<file path="config.mk">
export PLATFORM = sky130hd
export DESIGN_NAME = wc_dma_fifo
export DESIGN_NICKNAME = d
export VERILOG_FILES = /design/src/rtl/wc_pkg.sv /design/src/rtl/wc_parity.sv /design/src/rtl/wc_store.sv /design/src/rtl/wc_ctrl.sv /design/src/rtl/wc_dma_fifo.sv
export SDC_FILE = /design/constraint.sdc
export NUM_CORES = 1
export LEC_CHECK = 0
export BUFFER_PORTS_ARGS = -buffer_cell sky130_fd_sc_hd__buf_2
export CAP_MARGIN = 10
export CELL_PAD_IN_SITES_DETAIL_PLACEMENT = 0
export CELL_PAD_IN_SITES_GLOBAL_PLACEMENT = 1
export CORE_MARGIN = 2
export CORE_UTILIZATION = 40
export DETAILED_ROUTE_END_ITERATION = 10
export PLACE_DENSITY = 0.68
export SYNTH_ARGS = -nofsm -noshare
export SYNTH_HDL_FRONTEND = slang
export SYNTH_SLANG_ARGS = --single-unit
</file>
<file path="constraint.sdc">
create_clock -name clk -period 8.15 [get_ports clk]
set_input_delay 0 -clock clk [delete_from_list [all_inputs] [get_ports clk]]
set_output_delay 0 -clock clk [all_outputs]
set_load 0.02 [all_outputs]
</file>
<file path="src/rtl/wc_pkg.sv">
package wc_pkg;
  localparam int BYTE_W = 8;
  localparam int LANES  = 2;

  typedef struct packed {
    logic              par;
    logic [BYTE_W-1:0] data;
  } lane_t;

  function automatic logic odd_par(input logic [BYTE_W-1:0] b);
    return ~^b;
  endfunction
endpackage

</file>
<file path="src/rtl/wc_parity.sv">
module wc_parity import wc_pkg::*; #(
  parameter int NL = 2
) (
  input  logic [NL*BYTE_W-1:0] data,
  output logic [NL-1:0]        calc
);
  for (genvar g = 0; g < NL; g++) begin : g_lane
    assign calc[g] = odd_par(data[g*BYTE_W +: BYTE_W]);
  end
endmodule

</file>
<file path="src/rtl/wc_store.sv">
module wc_store import wc_pkg::*; #(
  parameter  int DEPTH = 16,
  localparam int AW    = $clog2(DEPTH)
) (
  input  logic                   clk,
  input  logic [LANES-1:0]       we,
  input  logic [AW-1:0]          wptr,
  input  lane_t [LANES-1:0]      wlane,
  input  logic [AW-1:0]          rptr,
  output lane_t [LANES-1:0]      rlane
);
  lane_t mem [DEPTH];

  always_ff @(posedge clk) begin
    for (int i = 0; i < LANES; i++)
      if (we[i]) mem[AW'(wptr + AW'(i))] <= wlane[i];
  end

  for (genvar g = 0; g < LANES; g++) begin : g_rd
    assign rlane[g] = mem[AW'(rptr + AW'(g))];
  end
endmodule

</file>
<file path="src/rtl/wc_ctrl.sv">
module wc_ctrl #(
  parameter  int DEPTH = 16,
  localparam int AW    = $clog2(DEPTH),
  localparam int CW    = AW + 1
) (
  input  logic          clk,
  input  logic          rst_n,
  input  logic          flush,
  input  logic [1:0]    push_n,
  input  logic [1:0]    pop_n,
  output logic [AW-1:0] wptr,
  output logic [AW-1:0] rptr,
  output logic [CW-1:0] cnt
);
  always_ff @(posedge clk or negedge rst_n) begin
    if (!rst_n) begin
      wptr <= '0;
      rptr <= '0;
      cnt  <= '0;
    end else if (flush) begin
      wptr <= '0;
      rptr <= '0;
      cnt  <= '0;
    end else begin
      wptr <= AW'(wptr + AW'(push_n));
      rptr <= AW'(rptr + AW'(pop_n));
      cnt  <= CW'(cnt + CW'(push_n) - CW'(pop_n));
    end
  end
endmodule

</file>
<file path="src/rtl/wc_dma_fifo.sv">
module wc_dma_fifo import wc_pkg::*; #(
  parameter  int DEPTH = 16,
  parameter  int BURST = 8,
  localparam int AW    = $clog2(DEPTH),
  localparam int CW    = AW + 1,
  localparam int WW    = LANES * BYTE_W
) (
  input  logic              clk,
  input  logic              rst_n,
  input  logic              xfer_out,
  input  logic              par_gen,
  input  logic              flush,
  input  logic              tail_drain,
  input  logic              perr_clr,
  input  logic              dma_wr_valid,
  output logic              dma_wr_ready,
  input  logic [WW-1:0]     dma_wr_data,
  input  logic [LANES-1:0]  dma_wr_par,
  output logic              dma_rd_valid,
  input  logic              dma_rd_ready,
  output logic [WW-1:0]     dma_rd_data,
  output logic [LANES-1:0]  dma_rd_par,
  input  logic              scsi_wr_valid,
  output logic              scsi_wr_ready,
  input  logic [BYTE_W-1:0] scsi_wr_data,
  input  logic              scsi_wr_par,
  output logic              scsi_rd_valid,
  input  logic              scsi_rd_ready,
  output logic [BYTE_W-1:0] scsi_rd_data,
  output logic              scsi_rd_par,
  output logic [CW-1:0]     byte_count,
  output logic              full,
  output logic              empty,
  output logic              burst_req,
  output logic              par_err
);
  logic [AW-1:0]        wptr, rptr;
  logic [CW-1:0]        cnt, free_b;
  logic [1:0]           push_n, pop_n;
  logic [LANES-1:0]     we;
  lane_t [LANES-1:0]    wlane, rlane;
  logic                 two_avail;
  logic                 dma_wr_fire, dma_rd_fire, scsi_wr_fire, scsi_rd_fire;
  logic [LANES-1:0]     in_calc, out_calc;
  logic [0:0]           s_calc;
  logic [WW-1:0]        dma_src_data;
  logic [LANES-1:0]     dma_src_par;

  assign free_b    = CW'(DEPTH) - cnt;
  assign two_avail = cnt >= CW'(LANES);

  // handshake gating: flush blocks every transfer in its cycle
  assign dma_wr_ready  = xfer_out  & ~flush & (free_b >= CW'(LANES));
  assign scsi_rd_valid = xfer_out  & ~flush & (cnt != '0);
  assign scsi_wr_ready = ~xfer_out & ~flush & (cnt != CW'(DEPTH));
  assign dma_rd_valid  = ~xfer_out & ~flush &
                         (two_avail | (tail_drain & (cnt == CW'(1))));

  assign dma_wr_fire  = dma_wr_valid  & dma_wr_ready;
  assign scsi_rd_fire = scsi_rd_valid & scsi_rd_ready;
  assign scsi_wr_fire = scsi_wr_valid & scsi_wr_ready;
  assign dma_rd_fire  = dma_rd_valid  & dma_rd_ready;

  always_comb begin
    wlane  = '0;
    we     = '0;
    push_n = 2'd0;
    pop_n  = 2'd0;
    if (xfer_out) begin
      for (int i = 0; i < LANES; i++) begin
        wlane[i].data = dma_wr_data[i*BYTE_W +: BYTE_W];
        wlane[i].par  = dma_wr_par[i];
      end
      we     = {LANES{dma_wr_fire}};
      push_n = dma_wr_fire ? 2'(LANES) : 2'd0;
      pop_n  = {1'b0, scsi_rd_fire};
    end else begin
      wlane[0].data = scsi_wr_data;
      wlane[0].par  = scsi_wr_par;
      we[0]  = scsi_wr_fire;
      push_n = {1'b0, scsi_wr_fire};
      pop_n  = dma_rd_fire ? (two_avail ? 2'(LANES) : 2'd1) : 2'd0;
    end
  end

  wc_ctrl #(.DEPTH(DEPTH)) u_ctrl (
    .clk(clk), .rst_n(rst_n), .flush(flush),
    .push_n(push_n), .pop_n(pop_n),
    .wptr(wptr), .rptr(rptr), .cnt(cnt)
  );

  wc_store #(.DEPTH(DEPTH)) u_store (
    .clk(clk), .we(we), .wptr(wptr), .wlane(wlane),
    .rptr(rptr), .rlane(rlane)
  );

  // single tail byte: upper lane forced to zero data with odd parity
  always_comb begin
    for (int i = 0; i < LANES; i++) begin
      dma_src_data[i*BYTE_W +: BYTE_W] = (i == 0 || two_avail) ? rlane[i].data : '0;
      dma_src_par[i] = (i == 0 || two_avail) ? rlane[i].par : 1'b1;
    end
  end

  wc_parity #(.NL(LANES)) u_par_in  (.data(dma_wr_data),     .calc(in_calc));
  wc_parity #(.NL(LANES)) u_par_out (.data(dma_src_data),    .calc(out_calc));
  wc_parity #(.NL(1))     u_par_byt (.data(rlane[0].data),   .calc(s_calc));

  assign dma_rd_data  = dma_src_data;
  assign dma_rd_par   = par_gen ? out_calc : dma_src_par;
  assign scsi_rd_data = rlane[0].data;
  assign scsi_rd_par  = par_gen ? s_calc[0] : rlane[0].par;

  always_ff @(posedge clk or negedge rst_n) begin
    if (!rst_n)
      par_err <= 1'b0;
    else if (par_gen & dma_wr_fire & (|(in_calc ^ dma_wr_par)))
      par_err <= 1'b1;
    else if (perr_clr)
      par_err <= 1'b0;
  end

  assign byte_count = cnt;
  assign full       = cnt == CW'(DEPTH);
  assign empty      = cnt == '0;
  assign burst_req  = xfer_out ? (free_b >= CW'(BURST)) : (cnt >= CW'(BURST));
endmodule

</file>
==> results.toml, run 1 <==
[die]
rows = 59
die_h_um = 165.8
start_util = 0.4039
fp.dieW_um = 165.8
design.die.area_um2 = 27480
core-area_um2 = 25910
io_pins = 78

[power_and_ir_drop]
p_leak_nw = 3.800
ir_drop_uv = 154.9
power_density_nw_per_um2 = 256.7

[layout]
final_cell_area_um2 = 11680
nFillCells = 2303
utilization = 0.4508
layout-drive-gt1-share = 0.2609
fin_nets = 871
synthToLayoutAreaGrowth_pct = 11.61
antennaDiodeCount = 0
final-instance-count-excl-fill = 1159

[timing]
clock_skew_ns = 0.01471
hold_ws_ns = -0.001715
worst_slew_pin_slew_ns = 1.291
rsz0062_at_grt = "no"
drv_slew = 0
slew_headroom = 0.1364
period_share = 0.5619
period_needed_ns = 4.580
finalHoldViolations = 5
tns_ns = 0
setup_viol = 0
max_clock_freq_ghz = 0.2184

[routing]
wl_per_cell_um = 26.00
antenna_left = 0
drt-pass1-iter-count = 6
viasPerCell = 5.963
drc = 0
drt-initial-drc-count = 585
totalWireLength_mm = 30.14
vias = 6911

[logic_synthesis]
synth_nets = 823
synth_cells = 763
ys_ff_latch = 158
async_flop_share = 0.08861
ys.warnings.count = 0
yosys.cell_types.count = 54
avgSynthCellArea_um2 = 13.72
synth_ff_type = "edfxtp_1"
synth_area_um2 = 10470
yosysSeqAreaShare = 0.4466
synth_edf_count = 144

[cts]
cts_num_sinks = 158
insertion_delay_ns = 0.44
cts_tree = "done"
ctsResizeCount = 0
cts_buffer_depth = 2
h-tree-depth = 4
post_cts_buffers = 0
cts_hold_buf = 4
root_buffer = "clkbuf_16"
cts.clk_slew.worst_paths_ns = 0.07
numCtsBuffers = 17

[global_route]
antenna_found_initial = 1
first_global_vias = 7281
grt_pass1_wl_mm = 45.57
grt_overflow = 0
grt_max_degree = 49
gr-usage-all-layers = 0.2214

[placed_design]
placedCellCount = 1123
dp_hpwl_mm = 21.36
io_buffers = 77
postPlaceCellArea_um2 = 11020
gp_congestion = 0.9064

[run]
maxCapViolCount = 0

[critical_path]
worstSetupStartpointType = "flop"
crit_path_cell_trace = "buf_4 -> and2_1 -> nand2_1 -> xnor2_4 -> mux4_2 -> xnor3_1 -> xnor2_1 -> o21ai_1 -> buf_2"
cp_slowest_stage_delay_ns = 0.76
required_ns = 8.15
crit_path_end_kind = "output pin"
critical_path_arrival_ns = 4.58
crit_fanout = 23
cp_slowest_cell = "and2_1"
critical_path_class = "reg2out"

[hold_path]
hold_class = "in2async"

[outcome]
status = "complete, but fails checks"
violations = "negative hold slack"
critical path: cells and delay by family (launching register included):
family          cells  cell delay (ns)
mux                 1             0.60
flops               1             0.41
buf+inv             2             0.61
compound gates      1             0.30
simple gates        2             1.05
xor+xnor            3             1.16
registers in the layout, summed over array words and instances (netlist names):
signal       flops
u_store.mem    144
u_ctrl.cnt       5
u_ctrl.rptr      4
u_ctrl.wptr      4
par_err          1
placed cells by master, fill, tap and decap left out, drive strengths merged, types with 4 or more instances in the layout:
master	n
clkbuf	17
o21a	4
a211oi	8
nor2b	13
mux2	4
xnor2	26
edfxtp	144
o211a	4
dfrtp	14
mux2i	230
o21ai	8
nand2	20
bufinv	4
clkinv	8
dlygate4sd3	4
buf	92
a22oi	4
mux4	49
inv	20
nor2	43
or2	5
xor2	8
ha	19
a221oi	16
nor3	7
a21oi	12
and2	6
a22o	4
layout make-up:
| cell class | count | area [µm²] | share of cell area |
|---|---|---|---|
| Clock inverter | 15 | 191.4 | 0.01639 |
| Timing Repair Buffer | 96 | 538.0 | 0.04606 |
| Multi-Input combinational cell | 521 | 5363 | 0.4591 |
| Clock buffer | 17 | 425.4 | 0.03642 |
| Sequential cell | 158 | 4678 | 0.4005 |
| Inverter | 17 | 66.31 | 0.005677 |
| Tap cell | 335 | 419.2 | 0.03588 |
per-layer routing:
| metal | share of wire | GRT usage | wire length, µm |
|---|---|---|---|
| met1 | 0.42 | 0.2915 | 12720 |
| met2 | 0.48 | 0.3601 | 14450 |
| met3 | 0.069 | 0.04862 | 2090 |
| met4 | 0.029 | 0.08355 | 872 |
| met5 | 0.00023 | 0 | 7 |
cells by family after synthesis:
| logic type | Yosys count | synth area share |
|---|---|---|
| AO/OA/AOI/OAI | 76 | 0.05571 |
| adder cells (fa/ha/maj) | 22 | 0.02845 |
| buffers and inverters | 84 | 0.04340 |
| multiplexers | 283 | 0.3297 |
| flip-flops | 158 | 0.4466 |
| AND/OR/NAND/NOR | 105 | 0.06300 |
| XOR/XNOR | 35 | 0.03311 |
worst paths after layout:
kind,cells past startpoint,slack [ns],startpoint,endpoint
max in group asynchronous,2,7.85,rst_n,u_ctrl.rptr[0]
worst max register to register,9,4.32,u_ctrl.cnt[2],u_store.mem[4][2]
worst min-delay path,2,-0.002,rst_n,u_ctrl.cnt[3]
worst min register to register,2,0.75,u_ctrl.wptr[3],u_ctrl.wptr[3]
worst max-delay path,9,3.57,u_ctrl.rptr[1],dma_rd_par[1]
min in group clk,4,0.12,scsi_rd_ready,u_ctrl.rptr[0]
cell usage after synthesis (4+ instances only):
cell type	count	area, µm²
inv_1	16	60.06
and2_1	6	37.54
edfxtp_1	144	4324
a221oi_1	16	140.1
buf_6	5	56.30
o21a_1	4	30.03
buf_4	17	127.6
a22o_1	4	35.03
o211a_1	4	40.04
dfrtp_1	14	350.3
o21ai_0	4	20.02
clkbuf_1	31	116.4
buf_2	10	50.05
xor2_1	8	70.07
a21oi_1	12	60.06
a22oi_1	4	30.03
nor3_1	6	30.03
mux4_2	49	1104
o21ai_1	4	20.02
xnor2_1	24	210.2
nor2_8	4	80.08
nor2b_1	13	81.33
ha_1	19	237.7
mux2i_1	230	2302
a211oi_1	6	45.04
or2_2	5	31.28
nand2_1	20	75.07
nor2_1	27	101.4
mux2_2	4	45.04
nor2_4	12	135.1
power by group:
part | total, mW | internal [mW] | leakage [nW] | switching (mW)
sequential | 0.965 | 0.925 | 1.49 | 0.0398
clock | 0.860 | 0.512 | 0.307 | 0.348
combinational | 1.17 | 0.497 | 2.01 | 0.676
total | 3.00 | 1.93 | 3.80 | 1.06
metrics by stage:
stage / power (mW) / worst slack (ns)
6_report: 2.999 / 3.570
4_1_cts: 2.997 / 3.688
3_5_place_dp: 2.140 / 4.175
2_1_floorplan: 1.859 / 4.725
3_3_place_gp: 2.126 / 4.197
5_1_grt: 3.117 / 3.454
Note: power is estimated with default switching activity, not from simulation.
==> inputs of run 2 (changes only) <==
- ABC_AREA: not set -> 1
- PLACE_DENSITY: 0.68 -> 0.75
- clock period: 8.15 -> 4.46 ns (I/O delays scaled with it)
==> results.toml, run 2 <==
[routing]
totalWireLength_mm = 39.08
drt-initial-drc-count = 1169
drc = 1
wl_per_cell_um = 20.42
vias = 10176
antenna_left = 0
viasPerCell = 5.317
drt-pass1-iter-count = 8

[logic_synthesis]
synth_ff_type = "edfxtp_1"
async_flop_share = 0.08861
synth_most_common_cell = "nand2_1"
yosysSeqAreaShare = 0.4129
synth_nets = 1575
yosys.cell_types.count = 45
avgSynthCellArea_um2 = 7.473
ys_ff_latch = 158
synthTopCellsByArea = "edfxtp_1 (38%), nand2_1 (17%), o21ai_0 (6.5%)"
synth.top_cell.area_share = 0.3819
ys.warnings.count = 0
synth_top_cell_by_area = "edfxtp_1"
ys_top_cells_by_count = "nand2_1 (518), o21ai_0 (147), edfxtp_1 (144), inv_1 (135), nand3_1 (119)"
synth_edf_count = 144
synth_area_um2 = 11320
synth_cells = 1515

[critical_path]
crit_path_end = "dma_rd_par[1]"
required_ns = 4.46
worstSetupStartpointType = "flop"
r2r_cells = 14
cp_slowest_stage_delay_ns = 0.83
rr_startpoint = "u_ctrl.cnt[3]"
crit_path_end_kind = "output pin"
crit_fanout = 64
path_delay_family = "simple AND/OR/NAND/NOR gates"
cp_common_cell = "nand2_1"
crit_start = "u_ctrl.rptr[0]"
regToRegSetupSlack_ns = 1.09
path_depth = 18
critical_path_arrival_ns = 3.56
cp_num_buf_inv = 4
critical_path_class = "reg2out"
crit_path_cell_trace = "ha_1 -> inv_1 -> buf_4 -> nand3_1 -> nand3_1 -> nand3_1 -> nand2_1 -> nand2_1 -> inv_1 -> nand2_1 -> nand2_1 -> nand2_1 -> nand2_1 -> nand2_1 -> nand2_1 -> nand2_1 -> nand2_1 -> buf_2"
cp_slowest_cell = "dfrtp_4"
rr_endpoint = "u_store.mem[2][1]"

[run]
maxCapViolCount = 0

[cts]
numCtsBuffers = 17
cts_buffer_depth = 2
cts_num_sinks = 158
root_buffer = "clkbuf_16"
post_cts_buffers = 0
h-tree-depth = 4
ctsResizeCount = 0
cts_tree = "done"
insertion_delay_ns = 0.44
cts.clk_slew.worst_paths_ns = 0.07

[layout]
largest_register_ffs = 144
final_common_cell = "nand2_1"
nFillCells = 2829
final_cell_mix = "nand2_1 (518), o21ai_0 (147), edfxtp_1 (144)"
regMostFlops = "u_store.mem"
reg_top3 = "u_store.mem: 144 flops, u_ctrl.cnt: 5 flops"
layout-drive-gt1-share = 0.1094
fin_nets = 1582
utilization = 0.4383
synthToLayoutAreaGrowth_pct = 7.847
final_cell_area_um2 = 12210

[outcome]
status = "complete, but fails checks"
violations = "design-rule violations"

[timing]
slew_headroom = 0.2382
tns_ns = 0
period_needed_ns = 3.557
period_share = 0.7976
clock_skew_ns = 0.01856
setup_viol = 0
finalHoldViolations = 0
max_clock_freq_ghz = 0.2811
worst_slew_pin_slew_ns = 1.140
drv_slew = 0
rsz0062_at_grt = "no"

[global_route]
grt_pass1_wl_mm = 57.46
grt_overflow = 0
gr-usage-all-layers = 0.2694
grt_max_degree = 126
antenna_found_initial = 1
first_global_vias = 8922

[die]
core-area_um2 = 27860
fp.dieW_um = 172.2
rows = 61
die_h_um = 172.2
io_pins = 78
start_util = 0.4064
design.die.area_um2 = 29670

[hold_path]
hold_class = "in2async"

[power_and_ir_drop]
ir_drop_uv = 327.5
p_leak_nw = 5.473
power_density_nw_per_um2 = 485.3
power_mw = 5.925

[placed_design]
gp_congestion = 0.8632
postPlaceCellArea_um2 = 11570
io_buffers = 77
dp_hpwl_mm = 27.15
run 2: changes by cell type after synthesis, sizes merged, moves of 41 or more:
cell / delta
a21oi: +52
mux2i: -230
nand2: +518
inv: +126
o21ai: +210
nor2: +41
mux4: -49
nand3: +118
run 2: per-layer routing:
layer / up-vias / GRT usage / wire length, µm
met4: 0 / 0.09646 / 1100
li1: 4987 / - / -
met3: 68 / 0.03983 / 3269
met2: 454 / 0.4184 / 17500
met1: 4667 / 0.3832 / 17210
met5: - / 0 / 0
run 2: worst min path at each step:
stage / from / endpoint / depth (start not counted)
after floorplan: rst_n / par_err / 0
after global placement: rst_n / u_ctrl.rptr[3] / 1
after detailed placement: rst_n / par_err / 1
after CTS: rst_n / par_err / 2
after global routing: rst_n / u_ctrl.cnt[2] / 2
final: rst_n / u_ctrl.cnt[2] / 2
run 2: cell type report:
type                            count  area [µm²]  share of cell area
Multi-Input combinational cell   1108        5381              0.4407
Sequential cell                   158        4678              0.3831
Inverter                          144       545.5             0.04468
Timing Repair Buffer               93       543.0             0.04447
Tap cell                          378       473.0             0.03873
Clock buffer                       17       425.4             0.03484
Clock inverter                     15       161.4             0.01322
Antenna cell                        1       2.502           0.0002049
run 2: kinds of logic after synthesis:
family / count (synthesis) / share of synthesized area
simple gates: 753 / 0.2820
compound gates: 306 / 0.1444
buf+inv: 249 / 0.1118
fa+ha+maj: 22 / 0.02630
xor+xnor: 27 / 0.02254
flops: 158 / 0.4129
run 2: metrics by stage:
step	worst slack (ns)	std cells	hold slack [ns]
after detailed placement	1.154	1876	-0.04524
after global placement	1.208	1876	-0.04727
after global routing	0.5741	1914	0.07477
final	0.9026	1914	0.02999
after floorplan	0.8720	1515	-0.2956
after CTS	0.9192	1913	0.03345
run 2: where the power goes:
group	internal, mW	total [mW]	switching [mW]
Combinational	0.828	2.70	1.87
Sequential	1.69	1.78	0.0856
Clock	0.753	1.45	0.694
Total	3.28	5.93	2.65
run 2: what timing repair did:
item | in CTS | in global routing
endpoints found under the hold margin | 26 | 0
setup endpoints to repair | 0 | 0
hold buffers | 5 | 0
